File: src/rtl/twt_pkg.sv
package twt_pkg;
  typedef enum logic [2:0] {
    TM_UNDER   = 3'd0,
    TM_OVER    = 3'd1,
    TM_WINDOW  = 3'd2,
    TM_HYS_UP  = 3'd3,
    TM_HYS_DN  = 3'd4
  } trig_mode_e;

  localparam int MODE_W = 3;

  typedef struct packed {
    logic below_lo;
    logic above_hi;
    logic in_window;
  } cmp_flags_t;
endpackage

File: src/rtl/twt_cfg_bank.sv
module twt_cfg_bank #(
  parameter int DATA_W = 8
) (
  input  logic                      clk,
  input  logic                      rst_n,
  input  logic                      we,
  input  logic [DATA_W-1:0]         lower_in,
  input  logic [DATA_W-1:0]         upper_in,
  input  logic [twt_pkg::MODE_W-1:0] mode_in,
  output logic [DATA_W-1:0]         lower_q,
  output logic [DATA_W-1:0]         upper_q,
  output logic [twt_pkg::MODE_W-1:0] mode_q
);
  localparam logic [DATA_W-1:0] TOP_VAL = {DATA_W{1'b1}};

  always_ff @(posedge clk or negedge rst_n) begin
    if (!rst_n) begin
      lower_q <= '0;
      upper_q <= TOP_VAL;
      mode_q  <= '0;
    end else if (we) begin
      lower_q <= lower_in;
      upper_q <= upper_in;
      mode_q  <= mode_in;
    end
  end
endmodule

File: src/rtl/twt_cmp.sv
module twt_cmp #(
  parameter int DATA_W = 8
) (
  input  logic [DATA_W-1:0] sample,
  input  logic [DATA_W-1:0] lower,
  input  logic [DATA_W-1:0] upper,
  output twt_pkg::cmp_flags_t flags
);
  logic lt_lo, gt_hi;

  always_comb begin
    lt_lo = (sample < lower);
    gt_hi = (sample > upper);
    flags.below_lo  = lt_lo;
    flags.above_hi  = gt_hi;
    flags.in_window = !lt_lo && !gt_hi;
  end
endmodule

File: src/rtl/twt_decide.sv
module twt_decide (
  input  logic                       clk,
  input  logic                       rst_n,
  input  logic                       rearm,
  input  logic                       take,
  input  logic [twt_pkg::MODE_W-1:0] mode,
  input  twt_pkg::cmp_flags_t        flags,
  output logic                       level_q,
  output logic                       pulse_q
);
  import twt_pkg::*;

  logic armed_q;
  logic level_n, armed_n;

  always_comb begin
    level_n = level_q;
    armed_n = armed_q;
    case (mode)
      TM_UNDER:  level_n = flags.below_lo;
      TM_OVER:   level_n = flags.above_hi;
      TM_WINDOW: level_n = flags.in_window;
      TM_HYS_UP: begin
        if (armed_q && flags.above_hi)       armed_n = 1'b0;
        else if (!armed_q && flags.below_lo) armed_n = 1'b1;
        level_n = !armed_n;
      end
      TM_HYS_DN: begin
        if (armed_q && flags.below_lo)       armed_n = 1'b0;
        else if (!armed_q && flags.above_hi) armed_n = 1'b1;
        level_n = !armed_n;
      end
      default:   level_n = 1'b0;
    endcase
  end

  always_ff @(posedge clk or negedge rst_n) begin
    if (!rst_n) begin
      level_q <= 1'b0;
      pulse_q <= 1'b0;
      armed_q <= 1'b1;
    end else if (rearm) begin
      level_q <= 1'b0;
      pulse_q <= 1'b0;
      armed_q <= 1'b1;
    end else if (take) begin
      level_q <= level_n;
      pulse_q <= level_n && !level_q;
      armed_q <= armed_n;
    end else begin
      pulse_q <= 1'b0;
    end
  end
endmodule

File: src/rtl/thresh_window_trig.sv
module thresh_window_trig #(
  parameter int DATA_W = 8
) (
  input  logic              clk,
  input  logic              rst_n,
  input  logic              s_valid,
  output logic              s_ready,
  input  logic [DATA_W-1:0] s_data,
  input  logic              cfg_we,
  input  logic [DATA_W-1:0] cfg_lower,
  input  logic [DATA_W-1:0] cfg_upper,
  input  logic [2:0]        cfg_mode,
  output logic              trig_level,
  output logic              trig_pulse
);
  import twt_pkg::*;

  logic [DATA_W-1:0] lower_q, upper_q;
  logic [MODE_W-1:0] mode_q;
  cmp_flags_t        flags;
  logic              take;

  assign s_ready = !cfg_we;
  assign take    = s_valid && s_ready;

  twt_cfg_bank #(.DATA_W(DATA_W)) u_cfg (
    .clk(clk), .rst_n(rst_n), .we(cfg_we),
    .lower_in(cfg_lower), .upper_in(cfg_upper), .mode_in(cfg_mode),
    .lower_q(lower_q), .upper_q(upper_q), .mode_q(mode_q)
  );

  twt_cmp #(.DATA_W(DATA_W)) u_cmp (
    .sample(s_data), .lower(lower_q), .upper(upper_q), .flags(flags)
  );

  twt_decide u_dec (
    .clk(clk), .rst_n(rst_n), .rearm(cfg_we), .take(take),
    .mode(mode_q), .flags(flags),
    .level_q(trig_level), .pulse_q(trig_pulse)
  );
endmodule

File: config.mk
export PLATFORM = sky130hd
export DESIGN_NAME = thresh_window_trig
export DESIGN_NICKNAME = d
export VERILOG_FILES = /design/src/rtl/twt_pkg.sv /design/src/rtl/twt_cfg_bank.sv /design/src/rtl/twt_cmp.sv /design/src/rtl/twt_decide.sv /design/src/rtl/thresh_window_trig.sv
export SDC_FILE = /design/constraint.sdc
export NUM_CORES = 1
export LEC_CHECK = 0
export BUFFER_PORTS_ARGS = -buffer_cell sky130_fd_sc_hd__buf_2
export CORE_ASPECT_RATIO = 0.75
export CORE_MARGIN = 5
export CORE_UTILIZATION = 50
export CTS_CLUSTER_DIAMETER = 150
export DETAILED_ROUTE_END_ITERATION = 16
export GPL_ROUTABILITY_DRIVEN = 0
export PLACE_DENSITY = 0.81
export SLEW_MARGIN = 20
export SYNTH_ARGS = -nofsm -noshare
export SYNTH_HDL_FRONTEND = slang
export SYNTH_SLANG_ARGS = --single-unit
File: constraint.sdc
create_clock -name clk -period 2.4 [get_ports clk]
set_input_delay 0.24 -clock clk [delete_from_list [all_inputs] [get_ports clk]]
set_output_delay 0.24 -clock clk [all_outputs]
set_load 0.01 [all_outputs]
# Yosys cells after proc, flatten, opt, wreduce, memory -nomap -nowiden
# Index checks and enable logic that the tools add are counted.
# totals
ff_bits	22
latchBits	0
mem_bits_rw	0
rom_bits	0
inputBits	31
output_inout_bits	3
memories	0
# classes
n_addsub	0
mul	0
n_div	0
order_cmp	2
n_eq_ne	4
shifts	0
n_mux	14
bitwise_logic	0
n_reduce_logical	18
# ops
op	count
1-bit 2-to-1 mux	12
8-bit greater-than comparator	1
8-bit < comparator	1
1-bit logical AND	7
1-bit logical NOT	7
3-bit by 2-bit == test with 1-bit output (second input constant)	2
1-bit one-hot mux with 5 select lines	1
3-bit by 1-bit == test with 1-bit output (second input constant)	1
3-bit == test (second input constant)	1
3-bit logical NOT	1
3-bit nonzero test	1
1-bit one-hot mux with 2 select lines	1
2-bit AND reduction	1
2-bit nonzero test	1

# Logic depth before layout (Yosys ltp)
# Gate-level depths: netlist (run 1).
# depth
depth_word	10
ltp_mapped	8
mapped_depth_nobuf	8

# Hierarchy
# From an unflattened synthesis (run 1), not the netlist that was laid out.
# unflattened
hier_cells	123
area_unflattened_um2	1423.9
# by_module_without_submodules
mod	n_inst	cells_per_inst	area_per_inst_um2	seq_area_each_um2
twt_cfg_bank	1	40	768.2	485.5
twt_cmp	1	55	429.2	0.0
twt_decide	1	26	216.5	76.3
thresh_window_trig	1	2	10.0	0.0

# Least setup slack after synthesis (run 1)
# No wires, ideal clock.
# synth_path
path_type	reg-to-reg
startpoint	register u_cfg.upper_q[1]
endpoint	register u_dec.armed_q
arrival_time_ns	1.920
required_time_ns	2.319
slack_ns	0.398
path_stages_with_launch	9
synth_period_minus_slack_ns	2.002
cell_sequence	dfstp_2 -> inv_1 -> ha_1 -> nor2b_1 -> o211ai_1 -> a211oi_1 -> nor2_1 -> a2111o_1 -> o211ai_1
# synth_via
elab_chain_cells	8
word_cells_on_any_way	11
cone_classes	1 x order compare; 8 x mux; 2 x reduce/logical
# synth_lines
element	line	rtl
from (decl)	twt_cfg_bank.sv:11	output logic [DATA_W-1:0] upper_q,
from (signal assigned)	twt_cfg_bank.sv:23	upper_q <= upper_in;
8-bit greater-than comparator (*)	twt_cmp.sv:13	gt_hi = (sample > upper);
1-bit logical AND	twt_decide.sv:30	else if (!armed_q && flags.above_hi) armed_n = 1'b1;
1-bit 2-to-1 mux	twt_decide.sv:30	
1-bit 2-to-1 mux	twt_decide.sv:29	if (armed_q && flags.below_lo) armed_n = 1'b0;
1-bit 2-to-1 mux	twt_decide.sv:19	case (mode)
1-bit one-hot mux with 2 select lines (*)	twt_decide.sv:19	
1-bit 2-to-1 mux (*)	twt_decide.sv:46	end else if (take) begin
1-bit 2-to-1 mux (*)	twt_decide.sv:42	end else if (rearm) begin
to (signal assigned)	twt_decide.sv:49	armed_q <= armed_n;
to (decl)	twt_decide.sv:13	logic armed_q;
# Mark *: on every way between the ends. The rest lies on a longest branch, timed or not. The select of a mux whose other input is x is not followed.
# A chain may end at the register's enable or synchronous reset.

# Worst setup path after layout (run 1)
# layout_path
startpoint	register u_cfg.upper_q[7]
endpoint	register u_dec.level_q
# layout_via
elab_chain_cells	9
word_cells_on_any_way	15
cone_classes	1 x order compare; 8 x mux; 6 x reduce/logical
# layout_lines
element	line	rtl
8-bit greater-than comparator (*)	twt_cmp.sv:13	
1-bit logical AND	twt_decide.sv:30	
1-bit 2-to-1 mux	twt_decide.sv:30	
1-bit 2-to-1 mux	twt_decide.sv:29	
1-bit 2-to-1 mux	twt_decide.sv:19	
1-bit logical NOT	twt_decide.sv:31	level_n = !armed_n;
1-bit one-hot mux with 5 select lines (*)	twt_decide.sv:19	
1-bit 2-to-1 mux (*)	twt_decide.sv:46	
1-bit 2-to-1 mux (*)	twt_decide.sv:42	
to (signal assigned)	twt_decide.sv:47	level_q <= level_n;
to (decl)	twt_decide.sv:8	output logic level_q,
# Marked as above.

==> qor.txt, run 1 <==
sequence of cells on the critical path: inv_1, ha_1, nand4_1, nor2_1, a21oi_1, o41ai_2, nand2_1, a41oi_1
antenna violations before repair: 0
Overall Power: 0.8561 mW
required time of the critical path: 2.64 ns
Final Slew Violations: 0
Setup-failing EPs final: 0
total global routing overflow: 0
count of antenna diodes in the layout: 0
setup repair after global routing missed its margin: false
Total Die Area: 3793 sq um
DR vias/cell: 5.394
number of inserted filler cells in the final layout: 223
worst setup timing slack at the placement stage: 0.1631 ns
hold violation count in the final report: 0
fraction of final layout cells with drive strength greater than 1: 33.72%
setup TNS: 0 ns
buffer levels on the longest clock path: 2
Comb power frac: 25.5%
class of the worst hold path: in2reg
power share of the sequential group: 50.5%
start point of the critical path: u_cfg.upper_q[7]
total power divided by cell area: 544.3 nW/um^2
synthesized area: 1326 sq um
worst clock skew: 0.006548 ns
Starting Density: 51.36%
critical path's top delay family: compound AO/OA/AOI/OAI gates
clock period minus final worst setup slack: 2.178 ns
result of the run: finished, final reports clean
clock share of power: 24.0%
Endpoint, Worst Hold: u_cfg.upper_q[6]
count of boundary I/O pins: 34
TritonCTS clock tree: done
unique cell type count in the Yosys netlist: 36
post-route non-filler standard cell count: 208
portion of the post-synthesis area used by sequential elements: 42.36%
Sw Ratio: 29.23%
remaining design rule violation count: 0
final net count: 219
number of flip-flops and latches in the synthesized netlist: 22
area of the core: 2582 sq um
Post-Synthesis Cells: 138
cell at the slowest stage of the critical path: dfstp_2
die width: 69.47 um
clock network latency to the later pin of the worst-skew pair: 0.31 ns
clock buffers created by TritonCTS: 3
origin of the worst min-delay path: cfg_upper[6]
largest net degree at the start of global routing: 37
Syn Area/Cell: 9.611 sq um
Max-Slew Margin vs Limit: 62.89%
worst vdd rail ir drop: 356.8 uV
Global Route Usage Sum: 16.71%
# rows: 16
worst r2r src: u_cfg.upper_q[7]
average wire per cell in the routed design: 13.68 um
post-route clock period utilization: 90.77%
Routed WL: 2845 um
drt initial violations: 52
crit-path max cell delay: 0.54 ns
transition time at the pin with the least slew margin: 0.5567 ns
max capacitance violation total: 0
kind of capture point of the worst setup path: flop
Synth warnings: 0
Final Core Density: 60.90%
number of H-tree branching levels: 1
capture instance of the worst register-to-register path: u_dec.level_q
IO Port Bufs: 33
TritonRoute pass-1 iters: 4
CTS sink cnt: 22
Clock Root Buffer: clkbuf_4
post-detail-place hpwl: 2225 um
global-route wire length before repair: 5023 um
count of antenna-violating nets left after detailed routing: 0
crit path max fanout: 5
worst path arrival time: 2.42 ns
PnR worst setup slack: 0.2216 ns
number of placed cells counting well taps: 203
Layout Area Growth over Synthesis: 18.59%
crit path launch type: flop
total leakage power: 0.7890 nW
hold path depth: 3
WS Path Type: reg2reg
Register-to-Register Path Depth: 8
internal power: 0.6059 mW
flop-to-flop setup slack: 0.22 ns
clock-pin transition on the worst setup and hold timing paths: 0.12 ns
highest clock rate: 459.1 MHz
total number of vias: 1122
CP Buf/Inv Count: 1
power spent charging and discharging nets: 0.2502 mW
number of global-route vias before repair: 1135
post-synth net total: 184
Die Height: 54.61 um
sequential cells by signal, indices dropped and copies added, names as in the netlist:
| signal | cells |
|---|---|
| u_cfg.upper_q | 8 |
| u_cfg.lower_q | 8 |
| u_dec.armed_q | 1 |
| u_dec.level_q | 1 |
| u_cfg.mode_q | 3 |
| u_dec.pulse_q | 1 |
layer usage:
metal | global-route usage, % | up-vias | routed length (um)
li1 | - | 556 | -
met2 | 30.85 | 48 | 1295
met3 | 5.688 | 6 | 232
met1 | 19.23 | 512 | 1283
met5 | 0 | - | 0
met4 | 3.896 | 0 | 33
layout by cell type, fill, tap and decap left out, types with 2 or more instances in the layout:
cell and n:
a21o_1 2, a21oi_1 5, buf_2 33, clkbuf_4 3
dfrtp_1 13, dfstp_2 9, ha_1 15, inv_1 17
mux2_2 4, nand2_1 18, nand3_1 2, nand4_1 2
nor2_1 4, nor3_1 2, nor3b_1 2, o211ai_1 3
o21ai_0 12, o21ai_1 5
cell type report:
class                      instances  area (sq um)  area share [%]
clock buffer                       4         36.28           2.307
inverter                          18         67.56           4.296
multi-input combinational         94         686.9           43.68
sequential                        22         561.8           35.72
tap                               36         45.04           2.864
timing repair buffer              34         175.2           11.14
power groups by stage:
stage	logic, mW	clock network (mW)	registers (mW)
3_5_place_dp	0.212	0	0.439
3_3_place_gp	0.202	0	0.436
2_1_floorplan	0.145	0	0.434
6_report	0.218	0.206	0.432
4_1_cts	0.215	0.214	0.432
5_1_grt	0.252	0.235	0.436
cells by family (layout without fill, tap and decap cells):
group	count (synthesis)	count (layout)	share of synthesized area, %
buffers and inverters	22	56	6.792
flip-flops	22	22	42.36
AO/OA/AOI/OAI	40	40	20.19
adder cells (fa/ha/maj)	15	15	14.15
AND/OR/NAND/NOR	35	35	13.11
multiplexers	4	4	3.396
worst register-to-register path, delay by kind of cell, from the launching register on:
family / cells / cell delay [ns]
buffers and inverters: 1 / 0.04
and+or+nand+nor: 3 / 0.50
AOI/OAI and AO/OA: 3 / 0.72
adders and majority gates: 1 / 0.31
DFF: 1 / 0.54
per-stage QoR:
step / area, sq um / hold slack (ns)
floorplan: 1326 / -0.05559
global placement: 1514 / 0.2248
detailed placement: 1514 / 0.2332
CTS: 1560 / 0.1206
global route: 1573 / 0.1182
finish: 1573 / 0.1241
Yosys cell counts:
library cell / count / share of area, %
nand2_1: 18 / 5.1
inv_1: 17 / 4.8
ha_1: 15 / 14
dfrtp_1: 13 / 25
o21ai_0: 12 / 4.5
dfstp_2: 9 / 18
a21oi_1: 5 / 1.9
o21ai_1: 5 / 1.9
mux2_2: 4 / 3.4
nor2_1: 4 / 1.1
clkbuf_1: 3 / 0.85
o211ai_1: 3 / 1.7
a211oi_1: 2 / 1.1
a21o_1: 2 / 1.1
nand3_1: 2 / 0.75
nand4_1: 2 / 0.94
nor3_1: 2 / 0.75
nor3b_1: 2 / 1.1
a2111o_1: 1 / 0.85
a21oi_2: 1 / 0.66
a2bb2oi_1: 1 / 0.66
a31oi_1: 1 / 0.47
a32oi_1: 1 / 0.66
a41oi_1: 1 / 0.66
and3_1: 1 / 0.47
buf_6: 1 / 0.85
inv_2: 1 / 0.28
nand2b_4: 1 / 1.0
nor2_2: 1 / 0.47
nor2b_1: 1 / 0.47
o211a_1: 1 / 0.75
o21bai_1: 1 / 0.57
o311ai_0: 1 / 0.66
o31a_4: 1 / 1.3
o41ai_1: 1 / 0.66
or4_4: 1 / 0.85
how the worst max path moves through the flow:
stage | endpoint | slack (ns) | depth (start not counted)
after CTS | u_dec.armed_q | 0.14 | 8
after global placement | u_dec.armed_q | 0.34 | 8
after floorplan | u_dec.armed_q | 0.40 | 8
after detailed placement | u_dec.armed_q | 0.16 | 8
final | u_dec.level_q | 0.22 | 8
after global routing | u_dec.level_q | 0.02 | 8
repair_timing:
action / 4_1_cts / 5_1_grt
gates resized for setup: 0 / 2
endpoints found under the setup margin: 0 / 1
setup buffers: 0 / 0
hold buffers: 1 / 0
endpoints found under the hold margin: 13 / 0
No activity file was read; power rests on OpenSTA's default activity.
==> run 2: changes to the inputs <==
==> constraint.sdc (replaced) <==
create_clock -name clk -period 2.4 [get_ports clk]
set_input_delay 0.12 -clock clk [delete_from_list [all_inputs] [get_ports clk]]
set_output_delay 0.12 -clock clk [all_outputs]
set_load 0.01 [all_outputs]
==> run 2 against run 1 <==
Compared with the run above:
- combinational power about the same
- worst hold slack got worse by 0.12 ns
- register-to-register slack about the same
- clock skew about the same
- clock power about the same
- count of clock-buffer cells in the layout unchanged
==> qor.txt, run 2 (same netlist as run 1, synthesis figures left out) <==
Max-Slew Margin vs Limit: 63.00% (+0.11 points)
Final Slew Violations: 0 (unchanged)
capture instance of the worst register-to-register path: u_dec.level_q
WS Path Type: reg2reg
crit path max fanout: 5 (unchanged)
# rows: 16 (unchanged)
largest net degree at the start of global routing: 37 (unchanged)
met3 WL: 225 um (-3.0%)
Starting Density: 51.36% (unchanged)
worst path arrival time: 2.41 ns (about the same)
drt initial violations: 52 (unchanged)
Overall Power: 0.8584 mW (+0.27%)
antenna violations before repair: 0 (unchanged)
remaining design rule violation count: 0 (unchanged)
post-route clock period utilization: 90.70% (about the same)
number of inserted filler cells in the final layout: 221 (-0.90%)
post-detail-place hpwl: 2225 um (unchanged)
setup repair after global routing missed its margin: false
Routed WL: 2868 um (+0.81%)
setup TNS: 0 ns (unchanged)
crit path launch type: flop
crit-path max cell delay: 0.54 ns (about the same)
area of the core: 2582 sq um (unchanged)
DR vias/cell: 5.319 (-1.4%)
result of the run: finished, final reports clean
clock buffers created by TritonCTS: 3 (unchanged)
commonest non-fill, non-tap cell in the layout: buf_2
Setup-failing EPs final: 0 (unchanged)
final net count: 221 (+0.91%)
TritonCTS clock tree: done
highest clock rate: 459.4 MHz (about the same)
count of antenna-violating nets left after detailed routing: 0 (unchanged)
total global routing overflow: 0 (unchanged)
number of global-route vias before repair: 1135 (unchanged)
standard cell area after detailed placement: 1514 sq um (unchanged)
Clock Root Buffer: clkbuf_4
origin of the worst min-delay path: cfg_lower[3]
clock period minus final worst setup slack: 2.177 ns (-0.001605 ns)
Total Die Area: 3793 sq um (unchanged)
max capacitance violation total: 0 (unchanged)
total leakage power: 0.7974 nW (+1.1%)
met2 wirelength from detailed routing: 1320 um (+1.9%)
total number of vias: 1117 (-0.45%)
average wire per cell in the routed design: 13.66 um (-0.15%)
class of the worst hold path: in2reg
sequence of cells on the critical path: inv_1, ha_1, nand4_1, nor2_1, a21oi_1, o41ai_2, nand2_1, a41oi_1
worst vdd rail ir drop: 357.1 uV (about the same)
most frequent cells in the layout: buf_2, nand2_1, inv_1, ha_1, dfrtp_1
count of boundary I/O pins: 34 (unchanged)
clock-pin transition on the worst setup and hold timing paths: 0.12 ns (about the same)
worst clock skew: 0.006380 ns (-0.0001683 ns)
buffer levels on the longest clock path: 2 (unchanged)
Layout Area Growth over Synthesis: 20.09%
global-route wire length before repair: 5023 um (unchanged)
clock network latency to the later pin of the worst-skew pair: 0.31 ns (about the same)
biggest registers after layout: u_cfg.lower_q x8, u_cfg.upper_q x8, u_cfg.mode_q x3
Endpoint, Worst Hold: u_cfg.lower_q[3]
met1 routed wirelength after detailed routing: 1307 um (+1.9%)
hold violation count in the final report: 0 (unchanged)
flop-to-flop setup slack: 0.22 ns (about the same)
transition time at the pin with the least slew margin: 0.5549 ns (-0.001716 ns)
Die Height: 54.61 um (unchanged)
post-route cell area: 1593 sq um (+1.3%)
hold path depth: 3 (unchanged)
count of antenna diodes in the layout: 0 (unchanged)
Register-to-Register Path Depth: 8 (unchanged)
worst r2r src: u_cfg.upper_q[7]
CTS sink cnt: 22 (unchanged)
total power divided by cell area: 538.9 nW/um^2 (-0.99%)
tightest hold margin: 0.008872 ns (-0.1152 ns)
cell at the slowest stage of the critical path: dfstp_2
kind of capture point of the worst setup path: flop
required time of the critical path: 2.64 ns (about the same)
TritonRoute pass-1 iters: 4 (unchanged)
Global Route Usage Sum: 16.71% (unchanged)
number of H-tree branching levels: 1 (unchanged)
top layer in use: met4
IO Port Bufs: 33 (unchanged)
fraction of final layout cells with drive strength greater than 1: 33.33% (-0.39 points)
die width: 69.47 um (unchanged)
==> run 2: changes by cell type in the layout (fill, tap and decap cells not counted), sizes merged <==
cell / change
dlygate4sd3: +2
==> run 2: where the power goes <==
group,internal [mW],switching [mW]
clock,0.0927,0.113
sequential,0.413,0.0189
combinational,0.102,0.119
==> run 2: layout make-up <==
type	instances	area [sq um]	share of cell area, %
clock buffer	4	36.28	2.278
timing repair buffer	36	195.2	12.25
tap	36	45.04	2.828
inverter	18	67.56	4.242
multi-input combinational	94	686.9	43.13
sequential	22	561.8	35.27
==> run 2: metrics by stage <==
| step | utilization, % | setup slack [ns] | std cells |
|---|---|---|---|
| final | 61.68 | 0.2232 | 210 |
| after global routing | 61.68 | 0.02396 | 210 |
| after CTS | 60.42 | 0.1437 | 208 |
| after detailed placement | 58.62 | 0.1631 | 203 |
| after global placement | 58.62 | 0.3415 | 203 |
| after floorplan | - | 0.3982 | 138 |
==> run 2: routing by layer <==
layer | up-vias | track usage [%]
met4 | 0 | 3.896
met3 | 2 | 5.688
met2 | 45 | 30.85
met1 | 511 | 19.23
met5 | - | 0
li1 | 559 | -
==> run 2: how the worst max path moves through the flow <==
| stage | from | endpoint |
|---|---|---|
| after detailed placement | u_cfg.upper_q[1] | u_dec.armed_q |
| after global placement | u_cfg.upper_q[1] | u_dec.armed_q |
| after floorplan | u_cfg.upper_q[1] | u_dec.armed_q |
| after CTS | u_cfg.upper_q[1] | u_dec.armed_q |
| after global routing | u_cfg.upper_q[7] | u_dec.level_q |
| final | u_cfg.upper_q[7] | u_dec.level_q |
==> run 2: timing repair <==
item | 4_1_cts | 5_1_grt
setup buffers | 0 | 0
hold buffers | 1 | 2
resized for setup | 0 | 2
setup endpoints to repair | 0 | 1
hold endpoints to repair | 13 | 2
==> run 2: critical path, delay by kind of cell, from the launching register on <==
family,cells,cell delay (ns)
AO/OA/AOI/OAI,3,0.72
adder cells (fa/ha/maj),1,0.31
buffers and inverters,1,0.04
flip-flops,1,0.54
AND/OR/NAND/NOR,3,0.49
==> run 3: changes to the inputs <==
- CORE_UTILIZATION: 50 -> 45
- PLACE_DENSITY: 0.81 -> 0.74
- SYNTH_HIERARCHICAL: default -> 1
==> run 3 against run 2 <==
Compared with the run above:
- clock power up 29%
- sequential power up 2%
- core utilization fell by 6.5 points
- die area is 16% higher
- cell area rose by 3.9%
- final cell count fell by 7.1%
- routed wire length down 7.5%
- global-route usage down 3.7 points
- synthesized cell count shrank 11%
- maximum frequency down 4.1%
- critical endpoint is now u_dec/armed_q
- largest cell class unchanged
- highest routed layer unchanged
==> qor.txt, run 3 <==
largest net degree at the start of global routing: 25 (-32%)
# rows: 17 (+1)
CP Buf/Inv Count: 1 (unchanged)
post-route clock period utilization: 94.58% (+3.9 points)
post-synth net total: 169 (-8.2%)
Routed WL: 2652 um (-7.5%)
max capacitance violation total: 0 (unchanged)
post-detail-place hpwl: 2142 um (-3.7%)
setup TNS: 0 ns (unchanged)
Total Die Area: 4401 sq um (+16%)
share of the synthesized area in the top cell type: 22.85% (-1.7 points)
Die Height: 58.72 um (+7.5%)
Post-Synthesis Cells: 123 (-11%)
most frequent cells in the layout: buf_2, inv_1, ha_1, dfrtp_1, mux2_4
Final Core Density: 55.19% (-6.5 points)
PnR worst setup slack: 0.1300 ns (-0.09324 ns)
Synth warnings: 6 (+6)
remaining design rule violation count: 0 (unchanged)
synth cell count leaders: inv_1, ha_1, dfrtp_1
number of H-tree branching levels: 1 (unchanged)
global-route wire length before repair: 4326 um (-14%)
sequence of cells on the critical path: inv_1, ha_1, nor2b_1, o211ai_1, a211o_1, nand2_1, or2_1, a211oi_2, o21ai_0, a21o_1
clock-pin transition on the worst setup and hold timing paths: 0.08 ns (-0.04 ns)
count of boundary I/O pins: 34 (unchanged)
worst setup timing slack at the placement stage: 0.1219 ns (-0.04119 ns)
fraction of final layout cells with drive strength greater than 1: 43.95% (+11 points)
final net count: 204 (-7.7%)
buffer levels on the longest clock path: 2 (unchanged)
crit path launch type: flop
total leakage power: 0.8454 nW (+6.0%)
TritonRoute pass-1 iters: 4 (unchanged)
clock period minus final worst setup slack: 2.270 ns (+0.09324 ns)
kind of capture point of the worst setup path: flop
worst clock skew: 0.003356 ns (-0.003024 ns)
unique cell type count in the Yosys netlist: 33 (-8.3%)
Starting Density: 47.48% (-3.9 points)
IO Port Bufs: 33 (unchanged)
standard cell area after detailed placement: 1590 sq um (+5.0%)
area of the core: 2999 sq um (+16%)
crit-path max cell delay: 0.53 ns (about the same)
most common cell in the netlist: inv_1
antenna violations before repair: 0 (unchanged)
CTS sink cnt: 22 (unchanged)
Global Route Usage Sum: 12.98% (-3.7 points)
total global routing overflow: 0 (unchanged)
count of antenna diodes in the layout: 0 (unchanged)
WS Path Type: reg2reg
portion of the post-synthesis area used by sequential elements: 39.46% (-2.9 points)
Setup-failing EPs final: 0 (unchanged)
average wire per cell in the routed design: 13.60 um (-0.42%)
Syn Area/Cell: 11.58 sq um (+20%)
transition time at the pin with the least slew margin: 0.6027 ns (+0.04773 ns)
worst path arrival time: 2.47 ns (+0.06 ns)
drt initial violations: 26 (-50%)
DR vias/cell: 5.200 (-2.2%)
count of antenna-violating nets left after detailed routing: 0 (unchanged)
crit path max fanout: 3 (-2)
count of flip-flops with a built-in enable after synthesis: 0 (unchanged)
total power divided by cell area: 562.3 nW/um^2 (+4.4%)
share of async-settable or async-resettable flops after synthesis: 100.0% (unchanged)
number of placed cells counting well taps: 190 (-6.4%)
cell at the slowest stage of the critical path: dfstp_2
setup repair after global routing missed its margin: true
start point of the critical path: u_cfg/upper_q[1]
dominant cell type by area after synthesis: dfrtp_1
critical path's top delay family: compound AO/OA/AOI/OAI gates
highest clock rate: 440.5 MHz (-4.1%)
clock network latency to the later pin of the worst-skew pair: 0.26 ns (-0.05 ns)
post-route non-filler standard cell count: 195 (-7.1%)
Clock Root Buffer: clkbuf_8
Top FF cell, synth: dfrtp_1
result of the run: finished, final reports clean
hold violation count in the final report: 0 (unchanged)
post-route cell area: 1655 sq um (+3.9%)
total number of vias: 1014 (-9.2%)
Max-Slew Margin vs Limit: 59.82% (-3.2 points)
required time of the critical path: 2.60 ns (-0.04 ns)
TritonCTS clock tree: done
synthesized area: 1424 sq um (+7.4%)
worst vdd rail ir drop: 358.1 uV (+0.30%)
Layout Area Growth over Synthesis: 16.26%
number of global-route vias before repair: 1026 (-9.6%)
Final Slew Violations: 0 (unchanged)
origin of the worst min-delay path: cfg_lower[6]
class of the worst hold path: in2reg
clock buffers created by TritonCTS: 3 (unchanged)
commonest non-fill, non-tap cell in the layout: buf_2
die width: 74.95 um (+7.9%)
worst r2r src: u_cfg/upper_q[1]
number of flip-flops and latches in the synthesized netlist: 22 (unchanged)
top area cells in the synthesized netlist: dfrtp_1, dfstp_2, ha_1, mux2_4, mux2_2
biggest registers after layout: u_cfg/lower_q x8, u_cfg/upper_q x8, u_cfg/mode_q x3
## run 3: cell types whose count changed in the layout (fill, tap and decap cells not counted), sizes merged, moves of 3 or more
cell    before  now
o21ai       17    7
mux2         4   19
nand2       18    5
nand3b       0    3
## run 3: kinds of logic after synthesis
family / after synthesis / synth area share [%]
adders and majority gates: 15 / 13.18
DFF: 22 / 39.46
muxes: 20 / 18.37
buffers and inverters: 21 / 7.732
and+or+nand+nor: 22 / 9.139
AOI/OAI and AO/OA: 23 / 12.13
## run 3: layer usage
metal	track usage (%)	wire length [um]	vias to the layer above	share of wire, %
met5	0	0	-	0
met4	5.330	39	0	1.5
met3	4.266	202	4	7.6
met2	22.95	1308	25	49
met1	14.18	1102	485	42
li1	-	-	500	-
## run 3: report_power, final
part / internal [mW] / total (mW) / switching (mW)
sequential: 0.415 / 0.441 / 0.0252
clock: 0.146 / 0.264 / 0.117
combinational: 0.122 / 0.226 / 0.105
total: 0.683 / 0.931 / 0.247
## run 3: final timing paths
| path | endpoint | slack (ns) | cells past startpoint |
|---|---|---|---|
| min | u_cfg/lower_q[6] | 0.08 | 2 |
| max | u_dec/armed_q | 0.13 | 10 |
| min in group asynchronous | u_cfg/lower_q[6] | 0.35 | 2 |
| max in group asynchronous | u_cfg/upper_q[0] | 1.69 | 2 |
| min reg2reg | u_dec/pulse_q | 0.46 | 1 |
| max reg2reg | u_dec/armed_q | 0.13 | 10 |
## run 3: cell type report
class	count	area, sq um
Tap cell	38	47.55
Multi-Input combinational cell	80	752.0
Clock buffer	4	55.05
Inverter	17	63.81
Sequential cell	22	561.8
Timing Repair Buffer	34	175.2
Fill cell	290	1344
## run 3: worst register-to-register path, stage by stage (launching register included)
cell	delay, ns
dfstp_2	0.53
inv_1	0.04
ha_1	0.27
nor2b_1	0.13
o211ai_1	0.17
a211o_1	0.16
nand2_1	0.08
or2_1	0.24
a211oi_2	0.25
o21ai_0	0.14
a21o_1	0.20
## run 3: through the flow
stage / power, mW / hold slack (ns)
after CTS: 0.9469 / 0.07395
final: 0.9309 / 0.08027
after global routing: 0.9911 / 0.07322
after floorplan: 0.6146 / -0.1756
after global placement: 0.6609 / 0.1080
after detailed placement: 0.6743 / 0.1122
## run 3: what timing repair did
item	4_1_cts	5_1_grt
endpoints found under the setup margin	0	2
hold endpoints to repair	13	0
setup buffers	0	0
hold buffers	1	0
resized for setup	0	1
